===== src/rtl/irq_status_pkg.sv =====
package irq_status_pkg;
  localparam int NUM_CH   = 2;
  localparam int REG_W    = 8;
  localparam int PEND_LSB = 2;
  localparam int BLK_LSB  = 4;

  typedef struct packed {
    logic [NUM_CH-1:0] rise;
    logic [NUM_CH-1:0] fall;
    logic              wr;
    logic [NUM_CH-1:0] clrPend;
    logic [NUM_CH-1:0] blkLoad;
  } ctrlStrobes_t;
endpackage


===== src/rtl/irq_stat_ctrl.sv =====
module irq_stat_ctrl
  import irq_status_pkg::*;
(
  input  logic              clk,
  input  logic              rstN,
  input  logic [NUM_CH-1:0] chReq,
  input  logic              wrEn,
  input  logic [REG_W-1:0]  wrData,
  output ctrlStrobes_t      strobes
);
  logic [NUM_CH-1:0] reqQ;

  // One edge detector per channel
  for (genvar c = 0; c < NUM_CH; c++) begin : g_edge
    always_ff @(posedge clk or negedge rstN) begin
      if (!rstN) reqQ[c] <= 1'b0;
      else       reqQ[c] <= chReq[c];
    end
    assign strobes.rise[c] = chReq[c] & ~reqQ[c];
    assign strobes.fall[c] = ~chReq[c] & reqQ[c];
  end

  assign strobes.wr      = wrEn;
  assign strobes.clrPend = wrData[PEND_LSB +: NUM_CH] & {NUM_CH{wrEn}};
  assign strobes.blkLoad = wrData[BLK_LSB +: NUM_CH];
endmodule


===== src/rtl/irq_stat_dpath.sv =====
module irq_stat_dpath
  import irq_status_pkg::*;
(
  input  logic             clk,
  input  logic             rstN,
  input  ctrlStrobes_t     strobes,
  output logic [REG_W-1:0] regValue,
  output logic             hostIrq
);
  logic [NUM_CH-1:0] pend, blk;
  logic [NUM_CH-1:0] pendNxt, blkNxt;
  logic              lineNxt;

  // Ordered evaluation: write first, then channel edges in index order
  always_comb begin
    pendNxt = pend;
    blkNxt  = blk;
    lineNxt = hostIrq;
    if (strobes.wr) begin
      pendNxt = pendNxt & ~strobes.clrPend;
      blkNxt  = strobes.blkLoad;
      if (|(pendNxt & ~blkNxt)) lineNxt = 1'b1;
    end
    for (int c = 0; c < NUM_CH; c++) begin
      if (strobes.rise[c]) begin
        pendNxt[c] = 1'b1;
        if (!blkNxt[c]) lineNxt = 1'b1;
      end else if (strobes.fall[c]) begin
        pendNxt[c] = 1'b0;
        lineNxt    = 1'b0;
      end
    end
  end

  always_ff @(posedge clk or negedge rstN) begin
    if (!rstN) begin
      pend    <= '0;
      blk     <= '0;
      hostIrq <= 1'b0;
    end else begin
      pend    <= pendNxt;
      blk     <= blkNxt;
      hostIrq <= lineNxt;
    end
  end

  always_comb begin
    regValue = '0;
    regValue[PEND_LSB +: NUM_CH] = pend;
    regValue[BLK_LSB  +: NUM_CH] = blk;
  end
endmodule


===== src/rtl/irq_status_reg.sv =====
module irq_status_reg
  import irq_status_pkg::*;
(
  input  logic        clk,
  input  logic        rstN,
  input  logic [1:0]  chReq,
  input  logic        wrEn,
  input  logic [7:0]  wrData,
  output logic [7:0]  regValue,
  output logic        hostIrq
);
  ctrlStrobes_t strobes;

  irq_stat_ctrl u_ctrl (
    .clk     (clk),
    .rstN    (rstN),
    .chReq   (chReq),
    .wrEn    (wrEn),
    .wrData  (wrData),
    .strobes (strobes)
  );

  irq_stat_dpath u_dpath (
    .clk      (clk),
    .rstN     (rstN),
    .strobes  (strobes),
    .regValue (regValue),
    .hostIrq  (hostIrq)
  );
endmodule


===== config.mk =====
export PLATFORM = sky130hd
export DESIGN_NAME = irq_status_reg
export DESIGN_NICKNAME = d
export VERILOG_FILES = /design/src/rtl/irq_status_pkg.sv /design/src/rtl/irq_stat_ctrl.sv /design/src/rtl/irq_stat_dpath.sv /design/src/rtl/irq_status_reg.sv
export SDC_FILE = /design/constraint.sdc
export NUM_CORES = 1
export LEC_CHECK = 0
export BUFFER_PORTS_ARGS = -buffer_cell sky130_fd_sc_hd__buf_2
export CORE_AREA = 3 3 40 42
export CTS_BUF_LIST = sky130_fd_sc_hd__clkbuf_8
export DETAILED_ROUTE_END_ITERATION = 8
export DIE_AREA = 0 0 43 45
export GPL_ROUTABILITY_DRIVEN = 0
export GPL_TIMING_DRIVEN = 0
export MAX_ROUTING_LAYER = met4
export PLACE_DENSITY_LB_ADDON = 0.2
export SYNTH_ARGS = -nofsm -noshare
export SYNTH_HDL_FRONTEND = slang
export SYNTH_SLANG_ARGS = --single-unit
export TNS_END_PERCENT = 10

===== constraint.sdc =====
create_clock -name clk -period 1.2 [get_ports clk]
set_input_delay 0.12 -clock clk [delete_from_list [all_inputs] [get_ports clk]]
set_output_delay 0.12 -clock clk [all_outputs]
set_load 0.02 [all_outputs]

==> results of run 1 <==
## flip-flops by register name, summed over array words and instances (netlist names)
register,cells
u_ctrl.reqQ,2
u_dpath.pend,2
u_dpath.hostIrq,1
u_dpath.blk,2
## how the worst min path moves through the flow
stage          depth (start not counted)  slack (ns)                  endpoint      from
2_1_floorplan                          0       -0.18  u_ctrl.reqQ[0]$_DFF_PN0_      rstN
3_5_place_dp                           1       -0.04  u_dpath.blk[0]$_DFF_PN0_      rstN
3_3_place_gp                           1       -0.04  u_dpath.blk[0]$_DFF_PN0_      rstN
6_report                               1        0.03  u_ctrl.reqQ[0]$_DFF_PN0_  chReq[0]
5_1_grt                                1        0.04  u_ctrl.reqQ[0]$_DFF_PN0_  chReq[0]
4_1_cts                                1        0.03  u_ctrl.reqQ[0]$_DFF_PN0_  chReq[0]
## cell families (layout without fill, tap and decap cells)
kind of cell,after synthesis,in the layout
and+or+nand+nor,9,9
DFF,7,7
other,1,4
muxes,2,2
AOI/OAI and AO/OA,7,7
buffers and inverters,5,23
## worst max-delay path: cells and delay by family (launching register included)
| family | cells | cell delay [ns] |
|---|---|---|
| simple gates | 1 | 0.35 |
| compound gates | 1 | 0.08 |
| flops | 1 | 0.39 |
| mux | 1 | 0.27 |
## cells in the final DEF (no fill, tap or decap), drive strengths merged, types with 2 or more instances in the layout
master,count
buf,17
dfrtp,7
conb,4
clkbuf,3
nor2b,2
a21boi,2
nand2b,2
o21ai,2
o211ai,2
inv,2
mux2,2
## where the power goes
group | switching, W | internal, W | total [W]
registers | 0.0000125 | 0.000261 | 0.000273
clock network | 0.0000923 | 0.000220 | 0.000313
logic | 0.0000726 | 0.0000591 | 0.000132
total | 0.000177 | 0.000540 | 0.000717
## area by class of cell
| cell class | instances | area (µm²) | area share |
|---|---|---|---|
| repair buffers | 14 | 75.1 | 0.152 |
| well taps | 15 | 18.8 | 0.0379 |
| multi-input cells | 22 | 146 | 0.295 |
| clock buffers | 3 | 41.3 | 0.0833 |
| inverters | 1 | 3.75 | 0.00758 |
| clock inverters | 1 | 3.75 | 0.00758 |
| plain buffers | 4 | 30.0 | 0.0606 |
| flip-flops and latches | 7 | 176 | 0.356 |
## routing by layer
metal  vias to the layer above  track usage  wire (µm)
met2                        15        0.123        270
li1                        141            -          -
met1                       118       0.0965        285
met4                         0       0.0361          0
met3                         0       0.0598         82
met5                         -            -          0
## stage by stage
stage | setup slack (ns) | utilization | hold slack, ns | TNS (ns) | instances
finish | 0.0173 | 0.386 | 0.0328 | 0 | 67
global route | -0.0395 | 0.386 | 0.0390 | -0.0395 | 67
CTS | 0.00778 | 0.386 | 0.0307 | 0 | 67
detailed placement | 0.0201 | 0.343 | -0.0357 | 0 | 62
global placement | 0.0328 | 0.343 | -0.0373 | 0 | 62
floorplan | -0.00322 | - | -0.176 | -0.00322 | 34
## repair_timing
item                       CTS  global route
setup buffers                0             0
hold endpoints to repair     7             0
setup endpoints to repair    0             1
resized for setup            0             0
hold buffers                 1             0
==> impl_metrics.env, run 1 <==
export IMPL_powerDensity_nw_per_um2=1450
export IMPL_die_w_um=43
export IMPL_synthFlopType="dfrtp_1"
export IMPL_htree_levels=1
export IMPL_max_cap_violations=0
export IMPL_grt_pass1_wl_mm=1.15
export IMPL_cts_tree="done"
export IMPL_yosysSeqAreaShare=0.509
export IMPL_cts_root_buf="clkbuf_8"
export IMPL_critPathCaptureType="flip-flop"
export IMPL_core_um2=1280
export IMPL_path_cells="mux2_4 > or3b_1 > o211ai_1"
export IMPL_initial_core_util=0.268
export IMPL_grt_pass1_vias=274
export IMPL_yosysTopAreaCell="dfrtp_1"
export IMPL_yosysTopAreaCellShare=0.509
export IMPL_yosysUniqueCellTypes=17
export IMPL_synthMuxAreaShare=0.0764
export IMPL_grtUsageTotal=0.0874
export IMPL_synth_xor_area_frac=0
export IMPL_cp_slowest_cell="dfrtp_2"
export IMPL_syn_inst=31
export IMPL_synth_simple_area_share=0.175
export IMPL_dieHeight_um=45
export IMPL_min_path_type="input port to flip-flop"
export IMPL_synthAdderAreaFrac=0
export IMPL_port_buffer_count=13
export IMPL_arrival_ns=1.32
export IMPL_grt_max_degree=8
export IMPL_dieArea_um2=1940
export IMPL_r2r_cells=3
export IMPL_finalSetupViolations=0
export IMPL_syn_to_final_growth_pct=44.0
export IMPL_vias=274
export IMPL_fillCellCount=129
export IMPL_r2r_slack_ns=0.02
export IMPL_synth_edf_count=0
export IMPL_outcome="completed"
export IMPL_cp_max_fo=2
export IMPL_slowest_delay_ns=0.39
export IMPL_wl_per_cell_um=9.54
export IMPL_synth_warning_count=0
export IMPL_dpl_instance_area_um2=440
export IMPL_start_kind="flip-flop"
export IMPL_synth_compound_area_share=0.131
export IMPL_cp_required_ns=1.34
export IMPL_irDropWorstVdd_uv=789
export IMPL_antenna_found_initial=0
export IMPL_drive_gt1_frac=0.442
export IMPL_hold_viol_final=0
export IMPL_drt_iter0_drc=3
export IMPL_synth_top_family_by_area="simple AND/OR/NAND/NOR gates"
export IMPL_synthMostInstantiatedCell="dfrtp_1"
export IMPL_clock_fmax_ghz=0.846
export IMPL_syn_avg_cell_area_um2=11.1
export IMPL_grt_overflow=0
export IMPL_totalWireLength_um=639
export IMPL_drc_errors=0
export IMPL_std_cell_rows=13
export IMPL_p_total_w=0.000717
export IMPL_timing_final_crit_period_ns=1.18
export IMPL_slew_violations=0
export IMPL_crit_end="u_dpath.hostIrq$_DFF_PN0_"
export IMPL_postRouteAntennaNets=0
export IMPL_via_per_inst=4.09
export IMPL_leakagePower_nw=0.249
export IMPL_diodes=0
export IMPL_startpoint="u_dpath.blk[1]$_DFF_PN0_"
export IMPL_r2r_start="u_dpath.blk[1]$_DFF_PN0_"
export IMPL_io_pins=22
export IMPL_async_reset_ff_frac=1.00
export IMPL_cts_buffers=3
export IMPL_fin_skew_ns=0.000869
export IMPL_syn_cell_area_um2=344
export IMPL_critPathKind="flip-flop to flip-flop"
export IMPL_period_share=0.986
export IMPL_drtPass1Iterations=2
export IMPL_cts_sinks=7
export IMPL_fin_nets=66
export IMPL_clock_path_buffers=2
export IMPL_yosys_top_cells_count="dfrtp_1, buf_4"
export IMPL_clock_latency_ns=0.22
export IMPL_fin_area_um2=495
export IMPL_clk_pin_slew_ns=0.04
export IMPL_reg2reg_to="u_dpath.hostIrq$_DFF_PN0_"
export IMPL_synth_seq_cells=7
export IMPL_netlist_top_cells_area="dfrtp_1, buf_4, a21boi_0"
export IMPL_rsz0062_at_grt="true"
(Power assumes the default switching activity.)
==> inputs of run 2 (changes only) <==
--- a/config.mk
+++ b/config.mk
@@ -14,6 +14,7 @@
 export GPL_TIMING_DRIVEN = 0
 export MAX_ROUTING_LAYER = met4
 export PLACE_DENSITY_LB_ADDON = 0.2
+export RECOVER_POWER = 50
 export SYNTH_ARGS = -nofsm -noshare
 export SYNTH_HDL_FRONTEND = slang
 export SYNTH_SLANG_ARGS = --single-unit
==> impl_metrics.env, run 2 (same netlist as run 1, synthesis figures left out) <==
export IMPL_via_per_inst=4.09
export IMPL_drtPass1Iterations=2
export IMPL_syn_to_final_growth_pct=42.9
export IMPL_diodes=0
export IMPL_placed_cells=62
export IMPL_io_pins=22
export IMPL_dieArea_um2=1940
export IMPL_final_common_cell="buf_2"
export IMPL_grt_pass1_wl_mm=1.15
export IMPL_critPathCaptureType="flip-flop"
export IMPL_die_w_um=43
export IMPL_hold_viol_final=0
export IMPL_grtUsageTotal=0.0874
export IMPL_finalHoldWorstSlack_ns=0.0458
export IMPL_cp_max_fo=2
export IMPL_grt_pass1_vias=274
export IMPL_cts_root_buf="clkbuf_8"
export IMPL_cts_sinks=7
export IMPL_cp_slowest_cell="dfrtp_2"
export IMPL_fillCellCount=131
export IMPL_start_kind="flip-flop"
export IMPL_fin_nets=66
export IMPL_min_path_type="input port to flip-flop"
export IMPL_port_buffer_count=13
export IMPL_core_um2=1280
export IMPL_setup_ws_ns=0.0174
export IMPL_p_total_w=0.000716
export IMPL_clock_fmax_ghz=0.846
export IMPL_grt_max_degree=8
export IMPL_rsz0062_at_grt="true"
export IMPL_totalWireLength_um=643
export IMPL_path_cells="mux2_4 > or3b_1 > o211ai_1"
export IMPL_critPathTopFamily="flip-flops"
export IMPL_cts_tree="done"
export IMPL_reg_top3="u_ctrl.reqQ (2), u_dpath.blk (2), u_dpath.pend (2)"
export IMPL_drc_errors=0
export IMPL_leakagePower_nw=0.241
export IMPL_period_share=0.986
export IMPL_clock_latency_ns=0.22
export IMPL_htree_levels=1
export IMPL_grt_overflow=0
export IMPL_irDropWorstVdd_uv=788
export IMPL_finalSetupViolations=0
export IMPL_place_ws_ns=0.0201
export IMPL_dieHeight_um=45
export IMPL_clk_pin_slew_ns=0.04
export IMPL_std_cell_rows=13
export IMPL_layout_common_cells="buf_2, dfrtp_1, buf_4, conb_1"
export IMPL_outcome="completed"
export IMPL_initial_core_util=0.268
export IMPL_fin_skew_ns=0.000823
export IMPL_vias=274
export IMPL_antenna_found_initial=0
export IMPL_final_instance_count_excl_fill=67
export IMPL_slowest_delay_ns=0.39
export IMPL_post_route_util=0.383
export IMPL_arrival_ns=1.32
export IMPL_clock_path_buffers=2
export IMPL_postRouteAntennaNets=0
export IMPL_wl_per_cell_um=9.60
export IMPL_cp_required_ns=1.34
export IMPL_max_cap_violations=0
export IMPL_timing_final_crit_period_ns=1.18
export IMPL_path_buf_inv=0
export IMPL_cts_buffers=3
export IMPL_powerDensity_nw_per_um2=1460
export IMPL_drive_gt1_frac=0.385
export IMPL_slew_violations=0
export IMPL_critPathKind="flip-flop to flip-flop"
export IMPL_drt_iter0_drc=3
[run 2: cell count changes in the layout (fill, tap and decap cells not counted), sizes merged]
cell and change:
buf -3, clkbuf +3
[run 2: stage by stage]
step           TNS [ns]  instance area (µm²)
6_report              0                  492
5_1_grt         -0.0395                  492
4_1_cts               0                  495
3_5_place_dp          0                  440
3_3_place_gp          0                  440
2_1_floorplan  -0.00322                  357
[run 2: final cells by class]
| type | instances | area, µm² | area share |
|---|---|---|---|
| Sequential cell | 7 | 176 | 0.359 |
| Timing Repair Buffer | 14 | 71.3 | 0.145 |
| Buffer | 4 | 30.0 | 0.0611 |
| Inverter | 1 | 3.75 | 0.00763 |
| Multi-Input combinational cell | 22 | 146 | 0.298 |
| Clock buffer | 3 | 41.3 | 0.0840 |
| Tap cell | 15 | 18.8 | 0.0382 |
| Clock inverter | 1 | 3.75 | 0.00763 |
[run 2: worst register-to-register path: stages (launching register included)]
cell,delay (ns)
dfrtp_2,0.39
mux2_4,0.27
or3b_1,0.35
o211ai_1,0.08
[run 2: power by group]
| group | switching (W) | total, W | internal [W] |
|---|---|---|---|
| Clock | 0.0000922 | 0.000312 | 0.000220 |
| Combinational | 0.0000726 | 0.000130 | 0.0000577 |
| Sequential | 0.0000125 | 0.000273 | 0.000261 |
| Total | 0.000177 | 0.000716 | 0.000538 |
[run 2: repair_timing]
action,in CTS,in global routing
resized for setup,0,0
endpoints found under the setup margin,0,1
setup buffers,0,0
hold buffers,1,0
hold endpoints to repair,7,0
[run 2: path summary, 6_finish.rpt]
check,start,end,slack [ns],depth (start not counted)
max,u_dpath.blk[1]$_DFF_PN0_,u_dpath.hostIrq$_DFF_PN0_,0.02,3
min,chReq[0],u_ctrl.reqQ[0]$_DFF_PN0_,0.05,1
max reg2reg,u_dpath.blk[1]$_DFF_PN0_,u_dpath.hostIrq$_DFF_PN0_,0.02,3
min reg2reg,u_ctrl.reqQ[1]$_DFF_PN0_,u_dpath.pend[1]$_DFFE_PN0P_,0.46,1
max in group asynchronous,rstN,u_dpath.blk[1]$_DFF_PN0_,0.58,2
min in group asynchronous,rstN,u_dpath.pend[1]$_DFFE_PN0P_,0.33,2
[run 2: routing by layer]
layer / routed length [µm] / vias to the layer above / GRT usage
li1: - / 141 / -
met4: 0 / 0 / 0.0361
met1: 286 / 118 / 0.0965
met2: 272 / 15 / 0.123
met5: 0 / - / -
met3: 83 / 0 / 0.0598
==> inputs of run 3 (changes only) <==
--- a/config.mk
+++ b/config.mk
@@ -6,10 +6,10 @@
 export NUM_CORES = 1
 export LEC_CHECK = 0
 export BUFFER_PORTS_ARGS = -buffer_cell sky130_fd_sc_hd__buf_2
-export CORE_AREA = 3 3 40 42
+export CORE_AREA = 2 2 39 41
 export CTS_BUF_LIST = sky130_fd_sc_hd__clkbuf_8
 export DETAILED_ROUTE_END_ITERATION = 8
-export DIE_AREA = 0 0 43 45
+export DIE_AREA = 0 0 41 43
 export GPL_ROUTABILITY_DRIVEN = 0
 export GPL_TIMING_DRIVEN = 0
 export MAX_ROUTING_LAYER = met4
==> impl_metrics.env, run 3 (same netlist as run 1, synthesis figures left out) <==
export IMPL_powerDensity_nw_per_um2=1470
export IMPL_via_per_inst=3.87
export IMPL_grt_pass1_vias=257
export IMPL_finalSetupViolations=0
export IMPL_path_cells="mux2_4 > or3b_1 > o211ai_1"
export IMPL_fillCellCount=150
export IMPL_irDropWorstVdd_uv=600
export IMPL_cts_setup_buffers=0
export IMPL_antenna_found_initial=0
export IMPL_critPathCaptureType="flip-flop"
export IMPL_vias=263
export IMPL_cp_required_ns=1.34
export IMPL_dieArea_um2=1760
export IMPL_cts_tree="done"
export IMPL_post_route_util=0.356
export IMPL_clock_fmax_ghz=0.850
export IMPL_die_w_um=41
export IMPL_cts_sinks=7
export IMPL_critPathKind="flip-flop to flip-flop"
export IMPL_outcome="completed"
export IMPL_tns_ns=0
export IMPL_cp_max_fo=2
export IMPL_arrival_ns=1.32
export IMPL_grtUsageTotal=0.0934
export IMPL_fin_skew_ns=0.00199
export IMPL_drtPass1Iterations=1
export IMPL_io_pins=22
export IMPL_setup_ws_ns=0.0234
export IMPL_hold_viol_final=0
export IMPL_reg_top3="u_ctrl.reqQ (2), u_dpath.blk (2), u_dpath.pend (2)"
export IMPL_place_ws_ns=0.0288
export IMPL_grt_pass1_wl_mm=1.04
export IMPL_cts_buffers=3
export IMPL_rsz0062_at_grt="true"
export IMPL_final_common_cell="buf_2"
export IMPL_grt_max_degree=8
export IMPL_diodes=0
export IMPL_totalWireLength_um=628
export IMPL_port_buffer_count=13
export IMPL_start_kind="flip-flop"
export IMPL_clk_pin_slew_ns=0.04
export IMPL_syn_to_final_growth_pct=43.3
export IMPL_max_cap_violations=0
export IMPL_p_total_w=0.000722
export IMPL_fin_nets=66
export IMPL_clock_path_buffers=2
export IMPL_wl_per_cell_um=9.24
export IMPL_grt_overflow=0
export IMPL_std_cell_rows=14
export IMPL_htree_levels=1
export IMPL_dieHeight_um=43
export IMPL_period_share=0.980
export IMPL_cts_root_buf="clkbuf_8"
export IMPL_timing_final_crit_period_ns=1.18
export IMPL_leakagePower_nw=0.241
export IMPL_drt_iter0_drc=0
export IMPL_drive_gt1_frac=0.385
export IMPL_initial_core_util=0.249
export IMPL_layout_common_cells="buf_2, dfrtp_1, buf_4, conb_1"
export IMPL_slowest_delay_ns=0.39
export IMPL_cp_slowest_cell="dfrtp_2"
export IMPL_min_path_type="input port to flip-flop"
export IMPL_core_um2=1380
export IMPL_slew_violations=0
export IMPL_postRouteAntennaNets=0
export IMPL_drc_errors=0
export IMPL_cts_resized=0
export IMPL_clock_latency_ns=0.22
==> run 3: stage by stage <==
stage / instance area (µm²) / hold slack, ns / instances
6_report: 493 / 0.0505 / 68
3_3_place_gp: 442 / -0.0358 / 63
2_1_floorplan: 357 / -0.176 / 34
5_1_grt: 493 / 0.0577 / 68
3_5_place_dp: 442 / -0.0373 / 63
4_1_cts: 497 / 0.0353 / 68
==> run 3: worst paths after layout <==
| kind | startpoint | to | slack, ns | depth (start not counted) |
|---|---|---|---|---|
| worst min-delay path | chReq[0] | u_ctrl.reqQ[0]$_DFF_PN0_ | 0.05 | 1 |
| min in group asynchronous | rstN | u_dpath.blk[0]$_DFF_PN0_ | 0.32 | 2 |
| max in group asynchronous | rstN | u_dpath.blk[1]$_DFF_PN0_ | 0.59 | 2 |
| worst max-delay path | u_dpath.blk[1]$_DFF_PN0_ | u_dpath.hostIrq$_DFF_PN0_ | 0.02 | 3 |
| worst min register to register | u_ctrl.reqQ[1]$_DFF_PN0_ | u_dpath.pend[1]$_DFFE_PN0P_ | 0.46 | 1 |
| worst max register to register | u_dpath.blk[1]$_DFF_PN0_ | u_dpath.hostIrq$_DFF_PN0_ | 0.02 | 3 |
==> run 3: final cells by class <==
type | instances | area, µm² | share of cell area
Buffer | 4 | 30.0 | 0.0609
Clock inverter | 1 | 3.75 | 0.00761
Timing Repair Buffer | 14 | 71.3 | 0.145
Tap cell | 16 | 20.0 | 0.0406
Clock buffer | 3 | 41.3 | 0.0838
Inverter | 1 | 3.75 | 0.00761
Multi-Input combinational cell | 22 | 146 | 0.297
Sequential cell | 7 | 176 | 0.358
==> run 3: repair_timing <==
| action | CTS | global route |
|---|---|---|
| endpoints found under the setup margin | 0 | 1 |
| endpoints found under the hold margin | 7 | 0 |
| hold buffers | 1 | 0 |
==> run 3: power by group <==
part | internal, W | leakage (nW) | switching [W]
Combinational | 0.0000576 | 0.131 | 0.0000726
Sequential | 0.000261 | 0.0827 | 0.0000126
Clock | 0.000221 | 0.0269 | 0.0000982
==> run 3: routing by layer <==
metal  global-route usage  up-vias  wire length, µm
met2                0.113       12              281
li1                     -      141                -
met3               0.0471        0               60
met1                0.119      110              286
met5                    -        -                0
met4               0.0600        0                0
==> run 3: critical path, delay by kind of cell, from the launching register on <==
family           cells  cell delay, ns
AO/OA/AOI/OAI        1            0.08
flip-flops           1            0.39
multiplexers         1            0.27
AND/OR/NAND/NOR      1            0.35
